===== config.mk =====
export PLATFORM = sky130hd
export DESIGN_NAME = pio_port
export DESIGN_NICKNAME = d
export VERILOG_FILES = /design/src/rtl/pio_pkg.sv /design/src/rtl/pio_ctrl.sv /design/src/rtl/pio_pin_cell.sv /design/src/rtl/pio_datapath.sv /design/src/rtl/pio_port.sv
export SDC_FILE = /design/constraint.sdc
export NUM_CORES = 1
export LEC_CHECK = 0
export BUFFER_PORTS_ARGS = -buffer_cell sky130_fd_sc_hd__buf_4
export CELL_PAD_IN_SITES_DETAIL_PLACEMENT = 0
export CELL_PAD_IN_SITES_GLOBAL_PLACEMENT = 1
export CORE_MARGIN = 4
export CORE_UTILIZATION = 32
export DETAILED_ROUTE_END_ITERATION = 8
export GPL_TIMING_DRIVEN = 0
export PLACE_DENSITY_LB_ADDON = 0.1
export SLEW_MARGIN = 30
export SYNTH_ARGS = -nofsm -noshare
export SYNTH_HDL_FRONTEND = slang
export SYNTH_SLANG_ARGS = --single-unit

===== constraint.sdc =====
create_clock -name clk -period 3.16 [get_ports clk]
set_input_delay 0.316 -clock clk [delete_from_list [all_inputs] [get_ports clk]]
set_output_delay 0.316 -clock clk [all_outputs]
set_load 0.005 [all_outputs]

===== src/rtl/pio_pkg.sv =====
package pio_pkg;

  // Registers per bank: base plus clear, set and toggle aliases.
  localparam int ALIASES_PER_BANK = 4;
  localparam int NUM_BANKS        = 3;
  localparam int NUM_CFG          = 5;
  localparam int BANK_SLOTS       = NUM_BANKS * ALIASES_PER_BANK;
  localparam int NUM_REGS         = BANK_SLOTS + NUM_CFG;

  localparam logic [1:0] SIZE_HALF = 2'd1;

  typedef enum logic [1:0] {
    OP_WRITE  = 2'd0,
    OP_CLEAR  = 2'd1,
    OP_SET    = 2'd2,
    OP_TOGGLE = 2'd3
  } aliasOp_e;

  typedef enum logic [2:0] {
    SEL_DATA  = 3'd0,
    SEL_MASKA = 3'd1,
    SEL_MASKB = 3'd2,
    SEL_DIR   = 3'd3,
    SEL_POL   = 3'd4,
    SEL_EDGE  = 3'd5,
    SEL_BOTH  = 3'd6,
    SEL_INEN  = 3'd7
  } regSel_e;

  typedef struct packed {
    logic     wrEn;
    logic     rdEn;
    logic     err;
    aliasOp_e op;
    regSel_e  sel;
  } ctrlStrobe_t;

endpackage


===== src/rtl/pio_ctrl.sv =====
module pio_ctrl
  import pio_pkg::*;
#(
  parameter int ADDR_W = 7
) (
  input  logic              busSel,
  input  logic              busWrite,
  input  logic [ADDR_W-1:0] busAddr,
  input  logic [1:0]        busSize,
  output ctrlStrobe_t       strobe
);

  localparam int IDX_W = ADDR_W - 2;

  logic [IDX_W-1:0] idx;
  logic [IDX_W-1:0] cfgOff;
  logic             legal;
  aliasOp_e         opDec;
  regSel_e          selDec;

  assign idx    = busAddr[ADDR_W-1:2];
  assign cfgOff = idx - IDX_W'(BANK_SLOTS);
  assign legal  = (busSize == SIZE_HALF) && (busAddr[1:0] == 2'b00)
                  && (idx < IDX_W'(NUM_REGS));

  always_comb begin
    opDec  = OP_WRITE;
    selDec = SEL_DATA;
    if (idx < IDX_W'(BANK_SLOTS)) begin
      opDec  = aliasOp_e'(idx[1:0]);
      selDec = regSel_e'({1'b0, idx[3:2]});
    end else begin
      case (cfgOff)
        IDX_W'(0): selDec = SEL_DIR;
        IDX_W'(1): selDec = SEL_POL;
        IDX_W'(2): selDec = SEL_EDGE;
        IDX_W'(3): selDec = SEL_BOTH;
        default:   selDec = SEL_INEN;
      endcase
    end
  end

  always_comb begin
    strobe.wrEn = busSel & busWrite & legal;
    strobe.rdEn = busSel & ~busWrite & legal;
    strobe.err  = busSel & ~legal;
    strobe.op   = opDec;
    strobe.sel  = selDec;
  end

endmodule


===== src/rtl/pio_pin_cell.sv =====
module pio_pin_cell (
  input  logic clk,
  input  logic rstN,
  input  logic pinRaw,
  input  logic capEn,
  input  logic oldLvl,
  input  logic polBit,
  input  logic edgeBit,
  input  logic bothBit,
  output logic newLvl,
  output logic evt
);

  logic metaQ;
  logic stableQ;
  logic edgeHit;
  logic lvlHit;

  always_ff @(posedge clk or negedge rstN) begin
    if (!rstN) begin
      metaQ   <= 1'b0;
      stableQ <= 1'b0;
    end else begin
      metaQ   <= pinRaw;
      stableQ <= metaQ;
    end
  end

  assign newLvl = stableQ;

  always_comb begin
    if (bothBit)
      edgeHit = oldLvl ^ stableQ;
    else if (polBit)
      edgeHit = oldLvl & ~stableQ;
    else
      edgeHit = ~oldLvl & stableQ;
    lvlHit = stableQ ^ polBit;
    evt    = capEn & (edgeBit ? edgeHit : lvlHit);
  end

endmodule


===== src/rtl/pio_datapath.sv =====
module pio_datapath
  import pio_pkg::*;
#(
  parameter int DATA_W   = 16,
  parameter int NUM_PINS = 15
) (
  input  logic                clk,
  input  logic                rstN,
  input  ctrlStrobe_t         strobe,
  input  logic [DATA_W-1:0]   wdata,
  input  logic [NUM_PINS-1:0] pinIn,
  output logic [DATA_W-1:0]   rdata,
  output logic                err,
  output logic                irqA,
  output logic                irqB
);

  logic [DATA_W-1:0] dataQ, maskAQ, maskBQ, dirQ, polQ, edgeQ, bothQ, inenQ;
  logic [DATA_W-1:0] dataSw, dataD, maskAD, maskBD, dirD, polD, edgeD, bothD, inenD;
  logic [DATA_W-1:0] capEn, syncLvl, evtVec;
  logic [DATA_W-1:0] rdNext, rdataQ;
  logic              errQ, irqAQ, irqBQ;

  function automatic logic [DATA_W-1:0] applyOp(
    input logic [DATA_W-1:0] cur,
    input logic [DATA_W-1:0] val,
    input aliasOp_e          op
  );
    case (op)
      OP_CLEAR:  return cur & ~val;
      OP_SET:    return cur | val;
      OP_TOGGLE: return cur ^ val;
      default:   return val;
    endcase
  endfunction

  for (genvar i = 0; i < DATA_W; i++) begin : g_bit
    if (i < NUM_PINS) begin : g_pin
      assign capEn[i] = dirQ[i] & inenQ[i];
      pio_pin_cell u_cell (
        .clk     (clk),
        .rstN    (rstN),
        .pinRaw  (pinIn[i]),
        .capEn   (capEn[i]),
        .oldLvl  (dataQ[i]),
        .polBit  (polQ[i]),
        .edgeBit (edgeQ[i]),
        .bothBit (bothQ[i]),
        .newLvl  (syncLvl[i]),
        .evt     (evtVec[i])
      );
    end else begin : g_nopin
      assign capEn[i]   = 1'b0;
      assign syncLvl[i] = 1'b0;
      assign evtVec[i]  = 1'b0;
    end
  end

  always_comb begin
    dataSw = dataQ;
    maskAD = maskAQ;
    maskBD = maskBQ;
    dirD   = dirQ;
    polD   = polQ;
    edgeD  = edgeQ;
    bothD  = bothQ;
    inenD  = inenQ;
    if (strobe.wrEn) begin
      case (strobe.sel)
        SEL_DATA:  dataSw = applyOp(dataQ,  wdata, strobe.op);
        SEL_MASKA: maskAD = applyOp(maskAQ, wdata, strobe.op);
        SEL_MASKB: maskBD = applyOp(maskBQ, wdata, strobe.op);
        SEL_DIR:   dirD   = wdata;
        SEL_POL:   polD   = wdata;
        SEL_EDGE:  edgeD  = wdata;
        SEL_BOTH:  bothD  = wdata;
        default:   inenD  = wdata;
      endcase
    end
    dataD = (capEn & syncLvl) | (~capEn & dataSw);
  end

  always_comb begin
    case (strobe.sel)
      SEL_DATA:  rdNext = dataQ;
      SEL_MASKA: rdNext = maskAQ;
      SEL_MASKB: rdNext = maskBQ;
      SEL_DIR:   rdNext = dirQ;
      SEL_POL:   rdNext = polQ;
      SEL_EDGE:  rdNext = edgeQ;
      SEL_BOTH:  rdNext = bothQ;
      default:   rdNext = inenQ;
    endcase
  end

  always_ff @(posedge clk or negedge rstN) begin
    if (!rstN) begin
      dataQ  <= '0;
      maskAQ <= '0;
      maskBQ <= '0;
      dirQ   <= '0;
      polQ   <= '0;
      edgeQ  <= '0;
      bothQ  <= '0;
      inenQ  <= '0;
      rdataQ <= '0;
      errQ   <= 1'b0;
      irqAQ  <= 1'b0;
      irqBQ  <= 1'b0;
    end else begin
      dataQ  <= dataD;
      maskAQ <= maskAD;
      maskBQ <= maskBD;
      dirQ   <= dirD;
      polQ   <= polD;
      edgeQ  <= edgeD;
      bothQ  <= bothD;
      inenQ  <= inenD;
      rdataQ <= strobe.rdEn ? rdNext : '0;
      errQ   <= strobe.err;
      irqAQ  <= |(evtVec & maskAQ);
      irqBQ  <= |(evtVec & maskBQ);
    end
  end

  assign rdata = rdataQ;
  assign err   = errQ;
  assign irqA  = irqAQ;
  assign irqB  = irqBQ;

  // a rejected access leaves every software-owned register unchanged
  a_r5_err_keeps_state: assert property (@(posedge clk) disable iff (!rstN)
    strobe.err |=> ($stable(maskAQ) && $stable(maskBQ) && $stable(dirQ)
                    && $stable(polQ) && $stable(edgeQ) && $stable(bothQ)
                    && $stable(inenQ)));

  // bits not in capture keep their value unless software writes data
  a_r7_uncaptured_hold: assert property (@(posedge clk) disable iff (!rstN)
    !(strobe.wrEn && strobe.sel == SEL_DATA)
      |=> (((dataQ ^ $past(dataQ)) & ~$past(capEn)) == '0));

  // after a set-alias write every written one is present in mask A
  a_r3_set_alias: assert property (@(posedge clk) disable iff (!rstN)
    (strobe.wrEn && strobe.sel == SEL_MASKA && strobe.op == OP_SET)
      |=> ((maskAQ & $past(wdata)) == $past(wdata)));

  // any read in the mask B bank returns the mask B base value
  a_r4_alias_read: assert property (@(posedge clk) disable iff (!rstN)
    (strobe.rdEn && strobe.sel == SEL_MASKB) |=> (rdata == $past(maskBQ)));

  // a request line only rises for a captured pin enabled in its mask
  a_r11_irqa_masked: assert property (@(posedge clk) disable iff (!rstN)
    irqA |-> (($past(maskAQ) & $past(capEn)) != '0));

  a_r11_irqb_masked: assert property (@(posedge clk) disable iff (!rstN)
    irqB |-> (($past(maskBQ) & $past(capEn)) != '0));

endmodule


===== src/rtl/pio_port.sv =====
module pio_port
  import pio_pkg::*;
#(
  parameter int DATA_W   = 16,
  parameter int NUM_PINS = 15,
  parameter int ADDR_W   = 7
) (
  input  logic                clk,
  input  logic                rstN,
  input  logic                busSel,
  input  logic                busWrite,
  input  logic [ADDR_W-1:0]   busAddr,
  input  logic [1:0]          busSize,
  input  logic [DATA_W-1:0]   busWdata,
  output logic [DATA_W-1:0]   busRdata,
  output logic                busErr,
  input  logic [NUM_PINS-1:0] pinIn,
  output logic                irqA,
  output logic                irqB
);

  ctrlStrobe_t strobe;

  pio_ctrl #(.ADDR_W(ADDR_W)) u_ctrl (
    .busSel   (busSel),
    .busWrite (busWrite),
    .busAddr  (busAddr),
    .busSize  (busSize),
    .strobe   (strobe)
  );

  pio_datapath #(.DATA_W(DATA_W), .NUM_PINS(NUM_PINS)) u_dp (
    .clk    (clk),
    .rstN   (rstN),
    .strobe (strobe),
    .wdata  (busWdata),
    .pinIn  (pinIn),
    .rdata  (busRdata),
    .err    (busErr),
    .irqA   (irqA),
    .irqB   (irqB)
  );

endmodule


==> impl_metrics.tcl <==
set metrics [dict create \
    ff2ff_setup_slack_ns 0.51 \
    period_needed_ns 2.68 \
    crit_chain "buf_4 > buf_2 > nor2_1 > clkbuf_1 > a211oi_1 > nor3_1" \
    critPathKind "in2reg" \
    grt_pass1_vias 8921 \
    cts_made_buffers 17 \
    hold_violations 0 \
    slowest_stage "clkbuf_1" \
    slowest_delay_ns 0.86 \
    seq_area_frac_synth_pct 39.7 \
    place_hpwl_um 29400 \
    seqPwrFrac_pct 45.7 \
    critPathBufInv 3 \
    avgViaCountPerCell 5.59 \
    drt_first_pass_iters 5 \
    p_leak_nw 6.00 \
    p_int_mw 3.90 \
    cp-start-kind "input port" \
    irDropWorstVdd_mv 0.393 \
    syn-cell-area_um2 11100 \
    row_count 68 \
    synthesis.nets 1225 \
    die_area_um2 37900 \
    rsz0062_at_grt "false" \
    yosysTopAreaCellShare_pct 39.7 \
    power_switching_mw 1.57 \
    grt_max_degree 73 \
    gp_congestion 0.837 \
    overflow 0 \
    yosysTopAreaCell "dfrtp_1" \
    grt_pass1_wl_um 62900 \
    cts_buffer_depth 2 \
    placedCellCount 1573 \
    start_util_pct 32.4 \
    clk_pin_slew_ns 0.07 \
    clkLatencyLatePin_ns 0.46 \
    final.setup.worst_slack_ns 0.479 \
    combPwrFrac_pct 13.7 \
    fin_skew_ns 0.0103 \
    antenna_found_initial 0 \
    dpl_worst_slack_ns 0.0426 \
    path_delay_family "buffers and inverters" \
    grtUsageTotal_pct 22.8 \
    hold_path.class "in2reg" \
    critPathCaptureType "register" \
    clockRootBuffer "clkbuf_16" \
    via_count 9062 \
    power_density_nw_per_um2 421 \
    cts_tree "built" \
    status "completed" \
    cp.required_ns 3.48 \
    synth_edf_count 0 \
    yosysWarnings 0 \
    clkPwrFrac_pct 40.6 \
    fin_cells 1622 \
    slew_headroom_pct 28.5 \
    p_sw_share_pct 28.7 \
    io_buffers 61 \
    cts_setup_buffers 0 \
    fin_crit_sh_pct 84.9 \
    ant_nets 0 \
    cp.arrival_ns 3.00 \
    io_pins 63 \
    clock.fmax_ghz 0.373 \
    drt_wl_total_um 43200 \
    layout-drive-gt1-share_pct 20.4 \
    drv_cap 0 \
    worst_pin_slew_ns 1.07 \
    syn_avg_cell_area_um2 10.6 \
    synthCells 1055 \
    yosys-top-cells-area "dfrtp_1 (40%), ha_1 (14%), mux2_2 (7.1%)" \
    core_um2 34500 \
    final_area_um2 13000 \
    place_area_um2 12200 \
    clock-sinks 177 \
    synth-seq-cells 177 \
    fp.dieW_um 195 \
    cp_max_fo 10 \
    ctsHoldBuffers 16 \
    fin_nets 1323 \
    setup_viol 0 \
    area_delta_synth_final_pct 16.7 \
    cts-resized-gates 0 \
    slew_viol_final 0 \
    first_iter_violations 817 \
    drt-wirelength-per-cell_um 26.6 \
    h-tree-depth 4 \
    synthArstFlopShare_pct 100 \
    synth_cell_type_count 59 \
    synthFlopType "dfrtp_1" \
    p_total_mw 5.48 \
    die_h_um 195 \
    route.detailed.drc 0 \
]
[routing by layer]
layer  part of all wire [%]  vias up  wire (um)  global-route usage [%]
li1                       -     4065          -                       -
met1                     45     4645      19500                    31.1
met2                     45      286      19300                    35.0
met3                    6.7       66       2920                    6.40
met4                    3.3        0       1420                    7.86
met5                      0        -          0                       0
[logic make-up after synthesis]
family,count (synthesis),share of synthesized area (%)
AO/OA/AOI/OAI,273,16.3
XOR/XNOR,15,1.18
adder cells (fa/ha/maj),126,14.1
buffers and inverters,129,5.07
flip-flops,177,39.7
multiplexers,110,12.2
AND/OR/NAND/NOR,225,11.4
[layout by cell type, fill, tap and decap left out, types with 21 or more instances in the layout]
| cell type | instances |
|---|---|
| mux2_2 | 70 |
| nor2b_1 | 21 |
| a21oi_1 | 27 |
| buf_4 | 70 |
| ha_1 | 126 |
| nand2_1 | 62 |
| nor2_1 | 48 |
| dfrtp_1 | 177 |
| a221oi_1 | 50 |
| inv_1 | 79 |
| o21ai_0 | 112 |
[power groups by stage]
stage	Combinational [mW]	Clock [mW]	Sequential, mW
finish	0.751	2.22	2.50
global route	0.846	2.36	2.52
CTS	0.750	2.28	2.50
detailed placement	0.729	0	2.54
global placement	0.711	0	2.54
floorplan	0.434	0	2.49
[state kept, by name (all words and copies together) (netlist names), 15 cells and up, named ones only]
signal,count
u_dp.bothQ,16
u_dp.dirQ,16
u_dp.edgeQ,16
u_dp.g_bit.g_pin.u_cell.metaQ,15
u_dp.g_bit.g_pin.u_cell.newLvl,15
u_dp.inenQ,16
u_dp.maskAQ,16
u_dp.maskBQ,16
u_dp.polQ,16
u_dp.rdata,16
[cell usage after synthesis, types with 8 or more instances]
| cell | number |
|---|---|
| a21oi_2 | 11 |
| nor4_1 | 17 |
| o211ai_1 | 10 |
| buf_4 | 10 |
| mux4_2 | 13 |
| and3_1 | 10 |
| clkbuf_1 | 27 |
| nor2_1 | 48 |
| mux2_2 | 70 |
| o21ai_0 | 112 |
| o22ai_1 | 16 |
| mux2_1 | 10 |
| inv_1 | 79 |
| a22o_1 | 17 |
| nand2_1 | 62 |
| ha_1 | 126 |
| nor3_1 | 15 |
| nor3_2 | 8 |
| a21oi_1 | 27 |
| o2111ai_1 | 17 |
| nor2b_1 | 21 |
| xnor2_1 | 12 |
| dfrtp_1 | 177 |
| mux2i_1 | 17 |
| a221oi_1 | 50 |
[cell type report]
cell class	instances	area [um2]
Fill cell	3473	21500
Multi-Input combinational cell	749	6150
Sequential cell	177	4430
Timing Repair Buffer	79	681
Tap cell	455	569
Clock buffer	22	484
Inverter	79	297
Buffer	50	282
Clock inverter	10	108
Antenna cell	1	2.50
[metrics by stage]
step | TNS (ns) | hold slack [ns] | utilization [%]
finish | 0 | 0.127 | 37.7
global route | 0 | 0.119 | 37.7
CTS | 0 | 0.109 | 37.7
detailed placement | 0 | 0.251 | 35.5
global placement | -0.371 | 0.333 | 35.3
floorplan | 0 | 0.0204 | -
[final timing paths]
kind,startpoint,end,cells past startpoint
setup / recovery,busAddr[6],u_dp.rdata[15],6
hold reg to reg,u_dp.g_bit[5].g_pin.u_cell.metaQ,u_dp.g_bit[5].g_pin.u_cell.newLvl,0
hold / removal,busWdata[6],u_dp.inenQ[6],2
setup reg to reg,register,u_dp.irqA,7
min in group asynchronous,rstN,u_dp.g_bit[0].g_pin.u_cell.metaQ,2
max in group asynchronous,rstN,u_dp.rdata[7],3
No activity file was read; power rests on OpenSTA's default activity.
